### config.mk
export PLATFORM = sky130hd
export DESIGN_NAME = stream_prefetch_in
export DESIGN_NICKNAME = d
export VERILOG_FILES = /design/src/rtl/sipf_pkg.sv /design/src/rtl/sipf_merge_fsm.sv /design/src/rtl/sipf_addr_q.sv /design/src/rtl/sipf_align.sv /design/src/rtl/sipf_stream_buf.sv /design/src/rtl/stream_prefetch_in.sv
export SDC_FILE = /design/constraint.sdc
export NUM_CORES = 1
export LEC_CHECK = 0
export ABC_CLOCK_PERIOD_IN_PS = 3100
export BUFFER_PORTS_ARGS = -buffer_cell sky130_fd_sc_hd__buf_2
export CAP_MARGIN = 30
export CORE_MARGIN = 10
export CORE_UTILIZATION = 54
export DETAILED_ROUTE_END_ITERATION = 7
export PLACE_DENSITY_LB_ADDON = 0.12
export SLEW_MARGIN = 15
export SYNTH_ARGS = -nofsm -noshare
export SYNTH_HDL_FRONTEND = slang
export SYNTH_SLANG_ARGS = --single-unit
### constraint.sdc
create_clock -name clk -period 3.1 [get_ports clk]
set_input_delay 0.93 -clock clk [delete_from_list [all_inputs] [get_ports clk]]
set_output_delay 0.93 -clock clk [all_outputs]
set_load 0.01 [all_outputs]
### src/rtl/sipf_pkg.sv
package sipf_pkg;
    localparam int LINE_W  = 32;
    localparam int ELEM_W  = 16;
    localparam int PER_LINE = LINE_W / ELEM_W;

    typedef enum logic [1:0] {
        ST_EMPTY = 2'd0,
        ST_OPEN  = 2'd1,
        ST_SEND  = 2'd2
    } mrg_state_t;

    // Extraction tag stored per outstanding line request
    typedef struct packed {
        logic two;   // two elements taken from this line
        logic sel0;  // half of first element
        logic sel1;  // half of second element
    } line_tag_t;
endpackage

### src/rtl/sipf_merge_fsm.sv
module sipf_merge_fsm
    import sipf_pkg::*;
#(
    parameter int ADDR_W     = 32,
    parameter int SBUF_DEPTH = 8
) (
    input  logic              clk,
    input  logic              rst_n,
    input  logic              ea_valid,
    input  logic [ADDR_W-1:0] ea_addr,
    output logic              ea_ready,
    output logic              rq_valid,
    input  logic              rq_ready,
    output logic [ADDR_W-1:0] rq_addr,
    input  logic              aq_full,
    output logic              issue,
    output line_tag_t         issue_tag,
    input  logic              el_pop
);
    localparam int CRW = $clog2(SBUF_DEPTH + 1) + 1;

    mrg_state_t        state_q, state_d;
    logic [ADDR_W-3:0] pend_line_q;
    logic              pend_two_q, pend_sel0_q, pend_sel1_q;
    logic [CRW-1:0]    resv_q;
    logic [CRW-1:0]    pend_cnt;
    logic              same_line, credit_ok;

    assign same_line = (ea_addr[ADDR_W-1:2] == pend_line_q);
    assign pend_cnt  = pend_two_q ? CRW'(2) : CRW'(1);
    assign credit_ok = (resv_q + pend_cnt) <= CRW'(SBUF_DEPTH);

    // state register
    always_ff @(posedge clk or negedge rst_n) begin
        if (!rst_n) state_q <= ST_EMPTY;
        else        state_q <= state_d;
    end

    // transitions
    always_comb begin
        state_d = state_q;
        unique case (state_q)
            ST_EMPTY: if (ea_valid) state_d = ST_OPEN;
            ST_OPEN:  state_d = ST_SEND;   // merged or closed
            ST_SEND:  if (issue) state_d = ST_EMPTY;
            default:  state_d = ST_EMPTY;
        endcase
    end

    // outputs
    always_comb begin
        ea_ready = 1'b0;
        rq_valid = 1'b0;
        unique case (state_q)
            ST_EMPTY: ea_ready = 1'b1;
            ST_OPEN:  ea_ready = same_line;
            ST_SEND:  rq_valid = credit_ok && !aq_full;
            default:  ;
        endcase
    end

    assign issue     = rq_valid && rq_ready;
    assign rq_addr   = {pend_line_q, 2'b00};
    assign issue_tag = '{two: pend_two_q, sel0: pend_sel0_q, sel1: pend_sel1_q};

    // pending request contents
    always_ff @(posedge clk or negedge rst_n) begin
        if (!rst_n) begin
            pend_line_q <= '0;
            pend_two_q  <= 1'b0;
            pend_sel0_q <= 1'b0;
            pend_sel1_q <= 1'b0;
        end else if (state_q == ST_EMPTY && ea_valid) begin
            pend_line_q <= ea_addr[ADDR_W-1:2];
            pend_sel0_q <= ea_addr[1];
            pend_two_q  <= 1'b0;
        end else if (state_q == ST_OPEN && ea_valid && same_line) begin
            pend_sel1_q <= ea_addr[1];
            pend_two_q  <= 1'b1;
        end
    end

    // elements promised to the stream buffer
    always_ff @(posedge clk or negedge rst_n) begin
        if (!rst_n) resv_q <= '0;
        else        resv_q <= resv_q + (issue ? pend_cnt : CRW'(0)) - (el_pop ? CRW'(1) : CRW'(0));
    end


    rq_hold_chk: assert property (@(posedge clk) disable iff (!rst_n)
        rq_valid && !rq_ready |=> rq_valid && $stable(rq_addr));


    credit_bound_chk: assert property (@(posedge clk) disable iff (!rst_n)
        resv_q <= CRW'(SBUF_DEPTH));
endmodule

### src/rtl/sipf_addr_q.sv
module sipf_addr_q
    import sipf_pkg::*;
#(
    parameter int DEPTH = 4
) (
    input  logic      clk,
    input  logic      rst_n,
    input  logic      push,
    input  line_tag_t push_tag,
    output logic      full,
    input  logic      pop,
    output line_tag_t head_tag,
    output logic      empty
);
    localparam int PW = (DEPTH > 1) ? $clog2(DEPTH) : 1;

    line_tag_t   slot_q [DEPTH];
    logic        vld_q  [DEPTH];
    logic [PW-1:0] wp_q, rp_q;

    assign full     = vld_q[wp_q];
    assign empty    = !vld_q[rp_q];
    assign head_tag = slot_q[rp_q];

    for (genvar i = 0; i < DEPTH; i++) begin : g_slot
        always_ff @(posedge clk or negedge rst_n) begin
            if (!rst_n)                           vld_q[i] <= 1'b0;
            else if (push && wp_q == PW'(i))      vld_q[i] <= 1'b1;
            else if (pop  && rp_q == PW'(i))      vld_q[i] <= 1'b0;
        end
        always_ff @(posedge clk) begin
            if (push && wp_q == PW'(i)) slot_q[i] <= push_tag;
        end
    end

    always_ff @(posedge clk or negedge rst_n) begin
        if (!rst_n) begin
            wp_q <= '0;
            rp_q <= '0;
        end else begin
            if (push) wp_q <= wp_q + PW'(1);
            if (pop)  rp_q <= rp_q + PW'(1);
        end
    end


    pop_empty_chk: assert property (@(posedge clk) disable iff (!rst_n)
        pop |-> !empty);


    push_full_chk: assert property (@(posedge clk) disable iff (!rst_n)
        push |-> !full);
endmodule

### src/rtl/sipf_align.sv
module sipf_align
    import sipf_pkg::*;
(
    input  logic              clk,
    input  logic              rst_n,
    input  logic              rs_valid,
    input  logic [LINE_W-1:0] rs_data,
    input  line_tag_t         rs_tag,
    output logic [1:0]        wr_n,
    output logic [ELEM_W-1:0] wr_d0,
    output logic [ELEM_W-1:0] wr_d1
);
    logic              lb_valid_q;
    logic [LINE_W-1:0] lb_data_q;
    line_tag_t         lb_tag_q;

    // one-line buffer, drained every cycle
    always_ff @(posedge clk or negedge rst_n) begin
        if (!rst_n) lb_valid_q <= 1'b0;
        else        lb_valid_q <= rs_valid;
    end

    always_ff @(posedge clk) begin
        if (rs_valid) begin
            lb_data_q <= rs_data;
            lb_tag_q  <= rs_tag;
        end
    end

    function automatic logic [ELEM_W-1:0] pick(logic [LINE_W-1:0] line, logic sel);
        return line[sel*ELEM_W +: ELEM_W];
    endfunction

    always_comb begin
        wr_n  = 2'd0;
        if (lb_valid_q) wr_n = lb_tag_q.two ? 2'd2 : 2'd1;
        wr_d0 = pick(lb_data_q, lb_tag_q.sel0);
        wr_d1 = pick(lb_data_q, lb_tag_q.sel1);
    end
endmodule

### src/rtl/sipf_stream_buf.sv
module sipf_stream_buf
    import sipf_pkg::*;
#(
    parameter int DEPTH = 8
) (
    input  logic              clk,
    input  logic              rst_n,
    input  logic [1:0]        wr_n,
    input  logic [ELEM_W-1:0] wr_d0,
    input  logic [ELEM_W-1:0] wr_d1,
    input  logic              rd_en,
    output logic [ELEM_W-1:0] rd_data,
    output logic              not_empty
);
    localparam int PW = $clog2(DEPTH);
    localparam int CW = $clog2(DEPTH + 1);

    logic [ELEM_W-1:0] mem_q [DEPTH];
    logic [PW-1:0]     wp_q, rp_q;
    logic [CW-1:0]     cnt_q;

    assign not_empty = (cnt_q != '0);
    assign rd_data   = mem_q[rp_q];

    always_ff @(posedge clk) begin
        if (wr_n != 2'd0) mem_q[wp_q]          <= wr_d0;
        if (wr_n == 2'd2) mem_q[wp_q + PW'(1)] <= wr_d1;
    end

    always_ff @(posedge clk or negedge rst_n) begin
        if (!rst_n) begin
            wp_q  <= '0;
            rp_q  <= '0;
            cnt_q <= '0;
        end else begin
            wp_q  <= wp_q + PW'(wr_n);
            if (rd_en) rp_q <= rp_q + PW'(1);
            cnt_q <= cnt_q + CW'(wr_n) - (rd_en ? CW'(1) : CW'(0));
        end
    end


    sbuf_overflow_chk: assert property (@(posedge clk) disable iff (!rst_n)
        (int'(cnt_q) + int'(wr_n)) <= DEPTH);


    sbuf_underflow_chk: assert property (@(posedge clk) disable iff (!rst_n)
        rd_en |-> cnt_q != '0);
endmodule

### src/rtl/stream_prefetch_in.sv
module stream_prefetch_in
    import sipf_pkg::*;
#(
    parameter int ADDR_W     = 32,
    parameter int SBUF_DEPTH = 8,
    parameter int AQ_DEPTH   = 4
) (
    input  logic              clk,
    input  logic              rst_n,
    input  logic              ea_valid,
    output logic              ea_ready,
    input  logic [ADDR_W-1:0] ea_addr,
    output logic              rq_valid,
    input  logic              rq_ready,
    output logic [ADDR_W-1:0] rq_addr,
    input  logic              rs_valid,
    input  logic [LINE_W-1:0] rs_data,
    output logic              el_valid,
    input  logic              el_ready,
    output logic [ELEM_W-1:0] el_data
);
    logic              issue, aq_full, aq_empty, el_pop;
    line_tag_t         issue_tag, head_tag;
    logic [1:0]        wr_n;
    logic [ELEM_W-1:0] wr_d0, wr_d1;

    assign el_pop = el_valid && el_ready;

    sipf_merge_fsm #(.ADDR_W(ADDR_W), .SBUF_DEPTH(SBUF_DEPTH)) u_fsm (
        .clk(clk), .rst_n(rst_n),
        .ea_valid(ea_valid), .ea_addr(ea_addr), .ea_ready(ea_ready),
        .rq_valid(rq_valid), .rq_ready(rq_ready), .rq_addr(rq_addr),
        .aq_full(aq_full), .issue(issue), .issue_tag(issue_tag),
        .el_pop(el_pop)
    );

    sipf_addr_q #(.DEPTH(AQ_DEPTH)) u_aq (
        .clk(clk), .rst_n(rst_n),
        .push(issue), .push_tag(issue_tag), .full(aq_full),
        .pop(rs_valid), .head_tag(head_tag), .empty(aq_empty)
    );

    sipf_align u_align (
        .clk(clk), .rst_n(rst_n),
        .rs_valid(rs_valid), .rs_data(rs_data), .rs_tag(head_tag),
        .wr_n(wr_n), .wr_d0(wr_d0), .wr_d1(wr_d1)
    );

    sipf_stream_buf #(.DEPTH(SBUF_DEPTH)) u_sbuf (
        .clk(clk), .rst_n(rst_n),
        .wr_n(wr_n), .wr_d0(wr_d0), .wr_d1(wr_d1),
        .rd_en(el_pop), .rd_data(el_data), .not_empty(el_valid)
    );


    rs_order_chk: assert property (@(posedge clk) disable iff (!rst_n)
        rs_valid |-> !aq_empty);


    el_hold_chk: assert property (@(posedge clk) disable iff (!rst_n)
        el_valid && !el_ready |=> el_valid && $stable(el_data));
endmodule

=== After elaboration in Yosys (flattened, before gate mapping) ===
Memory sizes are Yosys's and may differ from the RTL's. A register that Yosys moved wholly into a read port is not among the register bits.
Index checks and enable logic that the tools add are counted.

* Bitwise gates (word level): 2
* Eq/ne operators: 12
* $mul: 0
* Reductions and logical operators: 30
* Magnitude comparators: 2
* Shift operators: 2
* Multiplexer cells: 45
* $add $sub $neg: 10
* Div/mod/pow operators: 0

{| class="wikitable"
|+ Operators with widths
! operator !! count
|-
| 32-bit by 6-bit indexed part select with 16-bit output || 2
|-
| 30-bit equality test || 1
|-
| 1-bit 2-to-1 mux || 30
|-
| 2-bit 2-to-1 mux || 8
|-
| 1-bit logical AND || 14
|-
| 2-bit equality test, second input constant || 6
|-
| 2-bit nonzero test || 6
|-
| 5-bit adder || 2
|-
| 3-bit 2-to-1 mux || 3
|-
| 3-bit OR reduction || 3
|-
| 3-bit by 1-bit adder with 3-bit output, second input constant || 2
|-
| 2-bit by 1-bit equality test with 1-bit output, second input constant || 3
|-
| 2-bit logical NOT || 3
|-
| 2-bit one-hot mux with 3 select lines || 1
|-
| 5-bit by 4-bit <= comparator with 1-bit output, second input constant || 1
|-
| 5-bit 2-to-1 mux || 1
|-
| 5-bit subtractor || 1
|-
| 2-bit by 1-bit adder with 2-bit output, second input constant || 2
|-
| 4-bit by 2-bit adder with 4-bit output || 1
|-
| 2-bit AND reduction || 2
|-
| 4-bit nonzero test || 1
|-
| 4-bit subtractor || 1
|-
| 3-bit by 2-bit adder with 3-bit output || 1
|-
| 3-bit >= comparator, second input constant || 1
|-
| 7 further kinds || 7
|}

* Memory bits (writable): 140
* Word-level logic and storage cells: 122
* Output and inout bits: 51
* Memories kept: 2
* Register bits after elaboration: 91
* Bits of input ports: 70
* Bits in latches: 0
* Bits in read-only memories: 0

{| class="wikitable"
|+ Memory list
! memory !! depth !! width !! read ports !! clocked after Yosys merged registers in !! write ports !! line !! RTL
|-
| u_sbuf.mem_q || 8 || 16 || 1 || 0 || 2 || sipf_stream_buf.sv:18 || <nowiki>logic [ELEM_W-1:0] mem_q [DEPTH];</nowiki>
|-
| u_aq.slot_q || 4 || 3 || 1 || 1 || 1 || sipf_addr_q.sv:17 || <nowiki>line_tag_t slot_q [DEPTH];</nowiki>
|}

=== Longest topological paths before layout ===
Gate-level depths: netlist (run 1).

* Depth after elaboration: 15
* Gate-level depth with buffers: 16
* Gate-level depth less buffers: 15

=== Modules after synthesis ===
Synthesis (run 1) repeated with hierarchy kept, for this count alone.

* Cell total of the unflattened synthesis: 694
* Area, all modules: 11703.7 um^2

{| class="wikitable"
|+ By module, submodules not included
! module !! cells an instance !! times used !! sequential area each (um^2) !! area an instance (um^2)
|-
| sipf_stream_buf || 390 || 1 || 4093.9 || 7036.7
|-
| sipf_merge_fsm || 172 || 1 || 1001.0 || 2154.6
|-
| sipf_align || 74 || 1 || 1076.0 || 1586.5
|-
| sipf_addr_q || 57 || 1 || 560.5 || 919.6
|-
| stream_prefetch_in || 1 || 1 || 0.0 || 6.3
|}

=== Worst setup path after synthesis (run 1) ===
No wires, ideal clock.

* Path type: register -> register
* Start: register u_fsm.pend_two_q
* End: register u_fsm.resv_q[4]
* Data arrival time: 3.109 ns
* Path buffers: 1
* Cell stages (with the launch flop): 17
* Data required time: 2.975 ns
* Path slack: -0.134 ns
* Period minus slack after synthesis: 3.234 ns
* Cells stage by stage: dfrtp_1 > inv_1 > ha_1 > inv_1 > fa_1 > xnor2_1 > nor3b_1 > nor3_2 > nor3_2 > buf_4 > nand2_1 > ha_1 > fa_1 > inv_1 > a21o_1 > a21oi_1 > xnor2_1

* Cells in the longest elaborated chain, start to end: 9

{| class="wikitable"
|+ Ends and longest elaborated chain
! item !! line !! RTL
|-
| start: declaration || sipf_merge_fsm.sv:24 || <nowiki>logic pend_two_q, pend_sel0_q, pend_sel1_q;</nowiki>
|-
| start signal: assignment || sipf_merge_fsm.sv:70 || <nowiki>pend_two_q <= 1'b0;</nowiki>
|-
| start signal: assignment || sipf_merge_fsm.sv:76 || <nowiki>pend_two_q <= 1'b0;</nowiki>
|-
| start signal: assignment || sipf_merge_fsm.sv:79 || <nowiki>pend_two_q <= 1'b1;</nowiki>
|-
| 2-bit 2-to-1 mux (*) || sipf_merge_fsm.sv:30 || <nowiki>assign pend_cnt = pend_two_q ? CRW'(2) : CRW'(1);</nowiki>
|-
| 5-bit adder || sipf_merge_fsm.sv:31 || <nowiki>assign credit_ok = (resv_q + pend_cnt) <= CRW'(SBUF_DEPTH);</nowiki>
|-
| 5-bit by 4-bit <= comparator with 1-bit output || sipf_merge_fsm.sv:31 ||
|-
| 1-bit logical AND || sipf_merge_fsm.sv:57 || <nowiki>ST_SEND: rq_valid = credit_ok && !aq_full;</nowiki>
|-
| 1-bit 2-to-1 mux || sipf_merge_fsm.sv:54 || <nowiki>unique case (state_q)</nowiki>
|-
| 1-bit logical AND || sipf_merge_fsm.sv:62 || <nowiki>assign issue = rq_valid && rq_ready;</nowiki>
|-
| 5-bit 2-to-1 mux (*) || sipf_merge_fsm.sv:86 || <nowiki>else resv_q <= resv_q + (issue ? pend_cnt : CRW'(0)) - (el_pop ? CRW'(1) : CRW'(0));</nowiki>
|-
| 5-bit adder (*) || sipf_merge_fsm.sv:86 ||
|-
| 5-bit subtractor (*) || sipf_merge_fsm.sv:86 ||
|-
| end signal: assignment || sipf_merge_fsm.sv:86 ||
|-
| end: declaration || sipf_merge_fsm.sv:25 || <nowiki>logic [CRW-1:0] resv_q;</nowiki>
|}

Mark *: on every way between the ends. The rest lies on a longest branch, timed or not.
A chain may end at the register's enable or synchronous reset.

=== Final worst setup path (run 1) ===
* Start: register u_fsm.pend_two_q
* End: output rq_valid

* Cells in the longest elaborated chain, start to end: 5

{| class="wikitable"
|+ Ends and longest elaborated chain
! item !! line !! RTL
|-
| 2-bit 2-to-1 mux || sipf_merge_fsm.sv:30 ||
|-
| 5-bit adder || sipf_merge_fsm.sv:31 ||
|-
| 5-bit by 4-bit <= comparator with 1-bit output || sipf_merge_fsm.sv:31 ||
|-
| 1-bit logical AND || sipf_merge_fsm.sv:57 ||
|-
| 1-bit 2-to-1 mux || sipf_merge_fsm.sv:54 ||
|-
| end: declaration || stream_prefetch_in.sv:13 || <nowiki>output logic rq_valid,</nowiki>
|}

Every way passes these cells.

==> results.toml, run 1 <==
[outcome]
status = "complete, but fails checks"
violations = "setup timing"

[clocking]
cts_tree = "yes"
cts_buffers = 26
postCtsHoldBufs = 0
clk_latency_ps = 530
cts.sinks = 234
clkTransAtPathRegs_ps = 50
htree_levels = 1
cts_root_buf = "clkbuf_16"
clockBufferDepth = 3

[synth]
ys_seq_area_share_pct = 58.5
async_flop_share_pct = 25.2
synth_cells = 706
synth_area_sq_um = 11500
ys_warn_count = 0
synth_edf_count = 175
synthFlopType = "edfxtp_1"
ys_types = 48
syn_avg_cell_area_sq_um = 16.3
synth-seq-cells = 234

[placed_design]
gp_congestion = 0.793
dp_cells = 1097
placed_area_sq_um = 12600
dp_hpwl_mm = 16.8
portBuffers = 117

[global_routing]
grtUsageTotal_pct = 18.7
grt_max_degree = 35
antenna_found_initial = 5
grt.overflow.total = 0
grt_pass1_vias = 7316
grt_pass1_wl_mm = 41.2

[sta]
fin_crit_sh_pct = 105
finalSetupTns_ps = -514
clock.fmax_ghz = 0.308
worst_slew_pin_slew_ps = 755
fin_worst_skew_ps = 17.0
hold_violations = 0
setup_viol = 13
rsz0062_at_grt = "true"
period_needed_ps = 3250
fin_ws_ps = -145
slew_headroom_pct = 48.2
drv_slew = 0

[worst_setup_path]
r2r_slack_ps = 160
rr_worst_depth = 15
r2r-end = "u_fsm.resv_q[4]$_DFF_PN0_"
crit_arrival_ps = 2320
cp.required_ps = 2170
crit_fanout = 2
end_kind = "output port"
reg2reg_from = "u_fsm.pend_two_q$_DFFE_PN0P_"
critPathKind = "reg -> out"
cp-start-kind = "flip-flop"

[power_and_ir_drop]
internal-power_mw = 9.32
power_frac_comb_pct = 41.8
p_per_area_nw_per_um2 = 1010
power.share.sequential_pct = 36.3
p_leak_nw = 5.45
swShare_pct = 33.4
power_frac_clock_pct = 21.9
irDropWorstVdd_mv = 0.587
total_power_mw = 14.0
p_sw_mw = 4.68

[layout]
ff_latch_area_sq_um = 6740
mostFrequentLayoutCell = "edfxtp_1"
final_cells = 1156
post-route-cell-area_sq_um = 13800
utilization_pct = 65.8
nets = 960
multi_input_area_sq_um = 4590
drive_gt1_share_pct = 37.0
final_cell_mix = "edfxtp_1 (175), mux2i_1 (160), buf_2 (100)"
syn_to_final_growth_pct = 20.2
n_fill_cell = 1450

[floorplanning]
ioPinCount = 121
fp-row-count = 53
die_x_um = 166
initial_core_util_pct = 54.7
fp.dieH_um = 166
die_area_sq_um = 27600
core-area_sq_um = 21000

[routing]
vias_per_cell = 5.75
ant_nets = 0
wire_per_inst_um = 22.7
wirelength_mm = 26.2
first_pass_iters = 5
num_vias = 6650
drc = 0
drt-initial-drc-count = 329

[hold_path]
holdCritPathClass = "in -> async"

[run]
cap_violations = 0
cells in the mapped netlist, types with 2 or more instances:
library cell	count	area (sq um)
nor3_2	3	30.0
fa_1	4	80.1
buf_4	3	22.5
a21oi_1	6	30.0
dfrtp_1	59	1480
mux2i_1	160	1600
a21o_1	4	30.0
xor2_1	8	70.1
ha_1	26	325
nor2_1	2	7.51
inv_1	31	116
nand2_4	3	33.8
nor2_4	5	56.3
nor2b_1	4	25.0
buf_8	2	30.0
and3_1	3	18.8
o21ai_0	4	20.0
buf_2	11	55.1
nand2b_1	4	25.0
buf_12	2	40.0
mux4_2	36	811
nand3_1	3	15.0
nor4_1	3	18.8
nor2_2	2	12.5
nand4_1	8	50.1
buf_6	6	67.6
mux2_2	50	563
xnor2_1	35	307
a22o_1	4	35.0
nand2_1	10	37.5
o22ai_1	3	18.8
and2_1	4	25.0
clkbuf_1	9	33.8
edfxtp_1	175	5260
worst max-delay path, stage by stage (launching register included):
cell and delay [ps]:
dfrtp_1 380, inv_2 80, ha_4 130, inv_2 30, fa_2 500, nor3b_2 170
nor3_2 80, nor4b_2 220, buf_2 170
kinds of logic (layout without fill, tap and decap cells):
family / count (synthesis) / count (layout) / share of synthesized area (%)
xor+xnor: 45 / 45 / 3.75
compound gates: 23 / 23 / 1.30
fa+ha+maj: 30 / 30 / 3.52
buf+inv: 64 / 237 / 3.17
other cells: 1 / 3 / 0.0326
simple gates: 63 / 63 / 3.87
mux: 246 / 246 / 25.9
flops: 234 / 234 / 58.5
per-layer routing:
| metal | track usage [%] | vias to the layer above | wire length [um] |
|---|---|---|---|
| li1 | - | 2993 | - |
| met1 | 22.0 | 3405 | 10500 |
| met2 | 33.3 | 194 | 13600 |
| met3 | 4.42 | 50 | 1620 |
| met4 | 5.43 | 8 | 504 |
| met5 | 0 | - | 46 |
state kept, by name (all words and copies together) (netlist names):
name	flops
u_sbuf.cnt_q	4
u_aq.rp_q	2
u_fsm.pend_line_q	30
u_fsm.state_q	2
u_aq.vld_q	4
u_aq.wp_q	2
u_align.lb_data_q	32
u_aq.slot_q	12
u_fsm.pend_sel1_q	1
u_sbuf.wp_q	3
u_fsm.pend_two_q	1
u_sbuf.rp_q	3
u_align.lb_tag_q	3
u_fsm.pend_sel0_q	1
u_fsm.resv_q	5
u_sbuf.mem_q	128
u_align.lb_valid_q	1
final cells by class:
cell class | count | share of cell area (%)
multi-input combinational | 409 | 33.2
antenna | 1 | 0.0181
inverter | 31 | 0.841
clock inverter | 10 | 0.705
tap | 275 | 2.49
timing repair buffer | 158 | 8.60
sequential | 234 | 48.7
clock buffer | 38 | 5.47
power groups by stage:
stage	Sequential (mW)	Combinational, mW	Clock (mW)
3_3_place_gp	5.07	5.10	0
2_1_floorplan	5.00	3.64	0
5_1_grt	5.19	6.34	3.24
4_1_cts	5.08	5.85	3.11
3_5_place_dp	5.14	5.28	0
6_report	5.08	5.86	3.07
worst max path at each step:
stage                                       startpoint                        end  slack (ps)  cells past startpoint
after floorplan           u_fsm.pend_two_q$_DFFE_PN0P_  u_fsm.resv_q[3]$_DFF_PN0_          10                     16
after global placement                      ea_addr[2]                   ea_ready        -130                      8
after detailed placement                    ea_addr[2]                   ea_ready        -110                      8
after CTS                 u_fsm.pend_two_q$_DFFE_PN0P_                   rq_valid        -170                      8
after global routing      u_fsm.pend_two_q$_DFFE_PN0P_                   rq_valid        -300                      9
final                     u_fsm.pend_two_q$_DFFE_PN0P_                   rq_valid        -150                      8
stage by stage:
step	setup slack (ps)	hold WS (ps)
2_1_floorplan	11.7	461
3_3_place_gp	-129	486
3_5_place_dp	-114	486
4_1_cts	-165	424
5_1_grt	-297	457
6_report	-145	410
repair_timing:
item                       4_1_cts  5_1_grt
cloned                           2        0
pin swaps                        9        6
hold endpoints to repair         0        0
resized for setup               39       20
buffers inserted                 8        2
setup endpoints to repair       18       19
Note: power is estimated with default switching activity, not from simulation.
==> run 2: changes to the inputs <==
Settings changed: SKIP_LAST_GASP from default to 1.
==> results.toml, run 2 (synthesis results as in run 1) <==
[sta]
drv_slew = 0
fin_crit_sh_pct = 105
setup_viol = 14
rsz0062_at_grt = "true"
period_needed_ps = 3240
finalSetupTns_ps = -546
fin_ws_ps = -145
fin_worst_skew_ps = 16.2
slew_headroom_pct = 47.4
worst_slew_pin_slew_ps = 768
clock.fmax_ghz = 0.308
hold_ws_ps = 411
hold_violations = 0

[clocking]
cts.sinks = 234
clkTransAtPathRegs_ps = 50
clk_latency_ps = 530
cts_root_buf = "clkbuf_16"
cts_buffers = 26
clockBufferDepth = 3
postCtsHoldBufs = 0
cts_tree = "yes"
htree_levels = 1

[floorplanning]
die_area_sq_um = 27600
fp.dieH_um = 166
initial_core_util_pct = 54.7
fp-row-count = 53
die_x_um = 166
ioPinCount = 121
core-area_sq_um = 21000

[global_routing]
gr-usage-met2_pct = 33.3
grt_util_met1_pct = 22.0
use_met3_pct = 4.42
busiest_layer = "met2"
antenna_found_initial = 5
grt_max_degree = 35
grt_pass1_vias = 7316
grtUsageTotal_pct = 18.7
grt.overflow.total = 0
grt_pass1_wl_mm = 41.2

[layout]
syn_to_final_growth_pct = 20.0
drive_gt1_share_pct = 36.8
final_cells = 1156
n_fill_cell = 1455
multi_input_area_sq_um = 4580
final_cell_mix = "edfxtp_1 (175), mux2i_1 (160), buf_2 (102)"
top_register = "u_sbuf.mem_q"
top_regs = "u_sbuf.mem_q (128), u_align.lb_data_q (32), u_fsm.pend_line_q (30)"
ff_latch_area_sq_um = 6740
mostFrequentLayoutCell = "edfxtp_1"
nets = 960
largest_reg_flops = 128

[worst_setup_path]
max_stage_delay_ps = 500
crit_buf_inv = 3
crit_fanout = 2
setup.worst_path.start = "u_fsm.pend_two_q$_DFFE_PN0P_"
critPathKind = "reg -> out"
reg2reg_from = "u_fsm.pend_two_q$_DFFE_PN0P_"
crit_arrival_ps = 2310
cp-start-kind = "flip-flop"
cp_cell_sequence = "inv_2, ha_4, inv_2, fa_2, nor3b_2, nor3_2, nor4b_2, buf_2"
cp.required_ps = 2170
crit_path_top_delay_cell = "fa_2"
crit_family = "adder cells"
cpMostUsedCell = "inv_2"
end_kind = "output port"

[power_and_ir_drop]
p_leak_nw = 5.44
irDropWorstVdd_mv = 0.587
p_per_area_nw_per_um2 = 1010

[outcome]
violations = "setup timing"
status = "complete, but fails checks"

[placed_design]
portBuffers = 117
gp_congestion = 0.793
dp_cells = 1097
dp_hpwl_mm = 16.8
dp_slack_ps = -114

[routing]
vias_per_cell = 5.76
drc = 0
wire_per_inst_um = 22.7
drt-initial-drc-count = 326
first_pass_iters = 4
ant_nets = 0
num_vias = 6653
wirelength_mm = 26.2

[run]
cap_violations = 0

[hold_path]
holdCritPathClass = "in -> async"
run 2: cell counts in the layout (fill, tap and decap cells not counted):
Identical to the previous run, type by type.
run 2: final timing paths:
| kind | end | slack, ps | depth (start not counted) |
|---|---|---|---|
| max | rq_valid | -140 | 8 |
| min | u_fsm.state_q[1]$_DFFE_PN0P_ | 410 | 1 |
| max reg2reg | u_fsm.resv_q[4]$_DFF_PN0_ | 150 | 15 |
| min reg2reg | u_aq.vld_q[3]$_DFFE_PN0P_ | 500 | 1 |
| max in group asynchronous | u_fsm.pend_line_q[0]$_DFFE_PN0P_ | 2080 | 2 |
| min in group clk | u_aq.vld_q[3]$_DFFE_PN0P_ | 500 | 1 |
run 2: worst register-to-register path, cell delays in order, from the launching register on:
cell and delay [ps]:
dfrtp_1 380, inv_2 80, ha_4 130, inv_2 30
fa_2 500, nor3b_2 170, nor3_2 80, buf_4 160
nor4_4 280, ha_2 240, inv_1 50, fa_2 350
inv_1 60, a21o_1 100, a21oi_1 70, xnor2_1 130
run 2: power by group:
| group | internal, mW | leakage, nW | total (mW) | switching, mW |
|---|---|---|---|---|
| clock network | 1.85 | 0.425 | 3.06 | 1.21 |
| registers | 4.49 | 2.33 | 5.08 | 0.591 |
| logic | 2.95 | 2.68 | 5.82 | 2.87 |
| total | 9.29 | 5.44 | 14.0 | 4.67 |
run 2: metrics by stage:
step	util [%]	power, mW	cell area, sq um
after floorplan	-	8.64	11500
after global placement	59.9	10.2	12600
after detailed placement	59.9	10.4	12600
after CTS	65.5	14.0	13800
after global routing	65.7	14.7	13800
final	65.7	14.0	13800
run 2: timing repair:
item,in CTS,in global routing
pin swaps,9,2
endpoints found under the setup margin,18,19
gates cloned,2,0
resized for setup,39,12
buffers inserted,8,2
run 2: metal layers:
metal | vias up | routed length [um]
met2 | 182 | 13500
met1 | 3417 | 10600
met3 | 50 | 1540
met5 | - | 58
met4 | 8 | 495
li1 | 2996 | -
run 2: layout make-up:
class	count	area share, %
antenna	1	0.0181
clock inverter	10	0.707
clock buffer	38	5.48
sequential	234	48.8
inverter	31	0.843
timing repair buffer	158	8.47
multi-input combinational	409	33.2
tap	275	2.49
